**config.mk**
```make
export PLATFORM = sky130hd
export DESIGN_NAME = int2sp_cvt
export DESIGN_NICKNAME = d
export VERILOG_FILES = /design/src/rtl/int2sp_cvt.sv
export SDC_FILE = /design/constraint.sdc
export NUM_CORES = 2
export LEC_CHECK = 0
export BUFFER_PORTS_ARGS = -buffer_cell sky130_fd_sc_hd__buf_2
export CAP_MARGIN = 20
export CORE_AREA = 3 3 632 634
export CTS_CLUSTER_SIZE = 20
export DETAILED_ROUTE_END_ITERATION = 12
export DIE_AREA = 0 0 635 637
export GPL_TIMING_DRIVEN = 0
export PLACE_DENSITY = 0.3
export RECOVER_POWER = 50
export SLEW_MARGIN = 0
export SYNTH_ARGS = -nofsm -noshare
export SYNTH_HDL_FRONTEND = slang
export SYNTH_SLANG_ARGS = --single-unit
```
**constraint.sdc**
```tcl
create_clock -name clk -period 1.4 [get_ports clk]
set_clock_uncertainty 0.15 [all_clocks]
set_input_delay 0.35 -clock clk [delete_from_list [all_inputs] [get_ports clk]]
set_output_delay 0.35 -clock clk [all_outputs]
set_load 0.02 [all_outputs]
```
**src/rtl/int2sp_cvt.sv**
```systemverilog
module int2sp_cvt #(
  parameter int VLEN = 512
) (
  input  logic            clk,
  input  logic            rst_n,
  input  logic            start,
  input  logic [63:0]     src_int,
  input  logic            mode64,
  input  logic            opsize64,
  input  logic [1:0]      enc_class,
  input  logic            src_is_reg,
  input  logic            emb_rc_en,
  input  logic [1:0]      emb_rc,
  input  logic [1:0]      glob_rc,
  input  logic [VLEN-1:0] vsrc1,
  input  logic [VLEN-1:0] old_dst,
  output logic [VLEN-1:0] dst,
  output logic            valid,
  output logic            inexact
);
  localparam logic [1:0] ENC_LEGACY = 2'b00;
  localparam logic [1:0] ENC_THIRD  = 2'b10;
  localparam int         SIG_W      = 24;
  localparam int         LOW_W      = 64 - SIG_W - 1;

  logic        wide, neg, grd, stk, inx, up, zero;
  logic [63:0] val, mag, norm;
  logic [5:0]  msb;
  logic [1:0]  rc;
  logic [SIG_W-1:0] sig;
  logic [SIG_W:0]   rsum;
  logic [7:0]  expo;
  logic [22:0] frac;
  logic [31:0] res;
  logic [VLEN-1:0] nxt;

  assign wide = mode64 & opsize64;
  assign val  = wide ? src_int : {{32{src_int[31]}}, src_int[31:0]};
  assign neg  = val[63];
  assign mag  = neg ? (~val + 64'd1) : val;
  assign zero = (mag == 64'd0);

  always_comb begin
    msb = '0;
    for (int i = 0; i < 64; i++)
      if (mag[i]) msb = i[5:0];
  end

  assign norm = mag << (6'd63 - msb);
  assign sig  = norm[63 -: SIG_W];
  assign grd  = norm[LOW_W];
  assign stk  = |norm[LOW_W-1:0];
  assign inx  = grd | stk;

  assign rc = (enc_class == ENC_THIRD && src_is_reg && emb_rc_en) ? emb_rc : glob_rc;

  always_comb begin
    case (rc)
      2'b00:   up = grd & (stk | sig[0]);
      2'b01:   up = neg & inx;
      2'b10:   up = ~neg & inx;
      default: up = 1'b0;
    endcase
  end

  assign rsum = {1'b0, sig} + {{SIG_W{1'b0}}, up};
  assign expo = 8'd127 + {2'b00, msb} + {7'd0, rsum[SIG_W]};
  assign frac = rsum[SIG_W] ? rsum[SIG_W-1:1] : rsum[SIG_W-2:0];
  assign res  = zero ? 32'd0 : {neg, expo, frac};

  always_comb begin
    if (enc_class == ENC_LEGACY) begin
      nxt = old_dst;
    end else begin
      nxt = '0;
      nxt[127:32] = vsrc1[127:32];
    end
    nxt[31:0] = res;
  end

  always_ff @(posedge clk or negedge rst_n) begin
    if (!rst_n) begin
      dst     <= '0;
      valid   <= 1'b0;
      inexact <= 1'b0;
    end else begin
      valid <= start;
      if (start) begin
        dst     <= nxt;
        inexact <= inx & ~zero;
      end
    end
  end
endmodule

```
==> run summary <==
status = complete, but fails checks
violated checks = negative hold slack, max-capacitance violations, max-slew violations, negative setup slack
Routed WL = 330 mm
Syn-to-layout area delta = 116%
Core Region = 395000 um^2
Most Crowded Layer GR = met2
Worst EP required = 1.81 ns
Warnings, synthesis = 0
delay-heaviest family, CP = simple AND/OR/NAND/NOR gates
Peak VDD IR = 0.831 mV
area share of the largest cell type after synthesis = 0.399
Critical Path AT = 7.54 ns
first-pass GRT wire length = 423 mm
Synth Area per Inst = 8.65 um^2
Clock transition at path regs = 0.06 ns
clock share of power = 0.263
GR Overflow Total = 0
drt first pass iters = 5
Iter 0 DRT Violations = 3041
Distinct cells, synth = 115
crit start category = input port
Power Total = 71.3 mW
CTS Buffer Depth = 3
total of max-cap violations = 1
CP startpoint = src_int[0]
grt met1 use = 0.169
PD cells = 1030 nW/um^2
post-DP HPWL = 274 mm
critical path endpoint category = flip-flop
H-Tree Depth = 3
#FFs+latches synth = 514
Post-DRT Antenna Nets = 0
largest net degree at the start of global routing = 107
vias in the first global route = 42700
Vias = 43300
slowest stage delay, CP = 0.70 ns
reg2reg path depth = 2
Pins Over Slew Limit = 35
Reg2Reg Setup Slack = 0.22 ns
Seq/Total Area, Yosys = 0.399
height of the die = 637 um
Fin Hold WS = -0.0663 ns
Max Freq = 0.140 GHz
LEAKAGE = 29.0 nW
syn_nets = 4834
final worst path period share = 5.09
FFs w/ async S/R, synth = 1.00
top cells by area, synth = dfrtp_1, o2bb2ai_1, nand2_1
RR Endpoint = dst[69]
NumNets Final = 7345
Post-CTS Hold Fix Bufs = 573
Ports = 1615
GRT Total Usage = 0.154
root buffer cell = clkbuf_16
Worst Tran Pin Value = 1.51 ns
slowest stage cell, crit path = nor4bb_1
global routing usage on met3 = 0.0243
cell count after synthesis = 3724
worst min path class = input port to asynchronous set/reset pin
routed vias/inst = 3.75
worst setup path end = dst[28]
Tmin final = 7.13 ns
Final Hold Viols = 34
Switching Power = 29.9 mW
initial antenna violation count = 52
Top FF cell, synth = dfrtp_1
CTS Buf Count = 70
P_int = 41.4 mW
Post-synth EDFFs = 0
Combinational Power Share = 0.495
share of post-route cells with drive strength above 1 = 0.485
Non-Filler Instances = 11600
Initial Util = 0.0816
sw frac = 0.419
dominant cell type by area after synthesis = dfrtp_1
RSZ-0062 raised after global routing = true
met2 GRT Util = 0.289
critical path class = input port to flip-flop
final setup vio count = 1344
DR DRC count = 0
buffers added on ports = 1146
CTS Sinks = 514
Placed Cells incl. Taps = 10100
worst path bufs/invs = 6
Post-Synthesis Cell Area = 32200 um^2
Final GP Congestion = 1.03
reg-to-reg startpoint = dst[69]
WP depth = 27
die width = 635 um
die area = 404000 um^2
routed len/inst = 28.6 um
Seq pwr share = 0.242
final worst slack = -5.73 ns
Slew HR = -0.00712
Clock Latency Late Sink = 0.68 ns
CTS tree = yes
row count = 231
CP Max Fanout = 10
kinds of logic (layout without fill, tap and decap cells):
kind of cell / count (synthesis) / after routing / synth area share
AO/OA/AOI/OAI: 1230 / 1230 / 0.296
XOR/XNOR: 65 / 65 / 0.0177
adder cells (fa/ha/maj): 9 / 9 / 0.00350
buffers and inverters: 388 / 2948 / 0.0529
flip-flops: 514 / 514 / 0.399
multiplexers: 91 / 91 / 0.0299
other: 0 / 26 / 0
AND/OR/NAND/NOR: 1427 / 1427 / 0.201
per-layer routing:
metal | vias to the layer above | part of all wire
met1 | 21900 | 0.37
met5 | - | 0.000033
li1 | 19000 | -
met4 | 2 | 0.058
met2 | 1938 | 0.52
met3 | 458 | 0.053
layout make-up:
type	instances	area [um^2]
Fill cell	44200	325000
Multi-Input combinational cell	2822	22400
Timing Repair Buffer	2447	21200
Sequential cell	514	12900
Tap cell	5242	6560
Buffer	343	3990
Clock buffer	97	1990
Clock inverter	24	333
Inverter	37	150
Antenna cell	26	65.1
worst min path at each step:
stage	from	to	slack, ns	cells after the start
3_3_place_gp	dst[244]	dst[244]	0.32	1
5_1_grt	rst_n	dst[29]	-0.04	1
4_1_cts	rst_n	dst[29]	-0.62	1
6_report	rst_n	dst[29]	-0.07	1
3_5_place_dp	rst_n	dst[365]	0.15	1
2_1_floorplan	rst_n	dst[0]	-0.1	0
power by group through the flow:
stage | Sequential, mW | Clock, mW | Combinational, mW
after CTS | 17.0 | 19.5 | 29.9
final | 17.3 | 18.8 | 35.3
after detailed placement | 17.3 | 0 | 23.7
after global routing | 17.3 | 20.0 | 36.3
after global placement | 17.3 | 0 | 23.7
after floorplan | 18.5 | 0 | 10.1
flip-flops by register name, indices dropped and copies added, names as in the netlist:
| name | cells |
|---|---|
| valid | 1 |
| dst | 512 |
| inexact | 1 |
synth_stat cells (all sizes together) (37+ instances only):
cell,number
a211oi,76
a21oi,125
a31oi,125
buf,101
clkbuf,250
dfrtp,514
inv,37
mux2i,68
nand2,747
nand3,56
nand4,37
nor2,302
nor3,84
nor4,41
o211ai,58
o21ai,91
o2bb2ai,404
xnor2,43
metrics by stage:
step           area, um^2  setup WS (ns)  utilization   TNS, ns
5_1_grt             69500          -5.91        0.176   -677.94
6_report            69500          -5.73        0.176   -496.91
4_1_cts             60900          -5.72        0.154   -483.55
3_3_place_gp        47300         -13.07        0.120  -7652.31
3_5_place_dp        47600         -10.15        0.121  -1289.00
2_1_floorplan       35000          -5.71            -   -205.72
layout by cell type, fill, tap and decap left out, types with 23 or more instances in the layout:
| cell type | count |
|---|---|
| buf_6 | 514 |
| nand2_2 | 48 |
| nand3_1 | 46 |
| nand2_1 | 693 |
| buf_2 | 633 |
| nand4_1 | 34 |
| buf_12 | 100 |
| o2bb2ai_1 | 201 |
| a21oi_2 | 25 |
| dfrtp_1 | 492 |
| o211ai_1 | 55 |
| a21oi_1 | 88 |
| nor2_2 | 25 |
| nor3_1 | 55 |
| dlygate4sd3_1 | 573 |
| diode_2 | 26 |
| o21ai_0 | 61 |
| clkbuf_16 | 116 |
| inv_1 | 30 |
| nor2_1 | 254 |
| clkbuf_8 | 56 |
| clkbuf_1 | 42 |
| mux2i_1 | 42 |
| buf_4 | 687 |
| a211oi_1 | 34 |
| clkbuf_4 | 42 |
| o2bb2ai_2 | 203 |
| xnor2_1 | 29 |
| nor2_4 | 23 |
| buf_8 | 36 |
| a31oi_1 | 119 |
| clkbuf_2 | 75 |
what timing repair did:
action                     in CTS  in global routing
hold endpoints to repair      722                114
resized for setup             753               1711
setup endpoints to repair    1131                979
cloned                          2                  5
pin swaps                     153                100
setup buffers                 212                496
worst register-to-register path: cells and delay by family (launching register included):
family | cells | cell delay, ns
simple gates | 1 | 0.25
compound gates | 1 | 0.15
flops | 1 | 0.46
No activity file was read; power rests on OpenSTA's default activity.
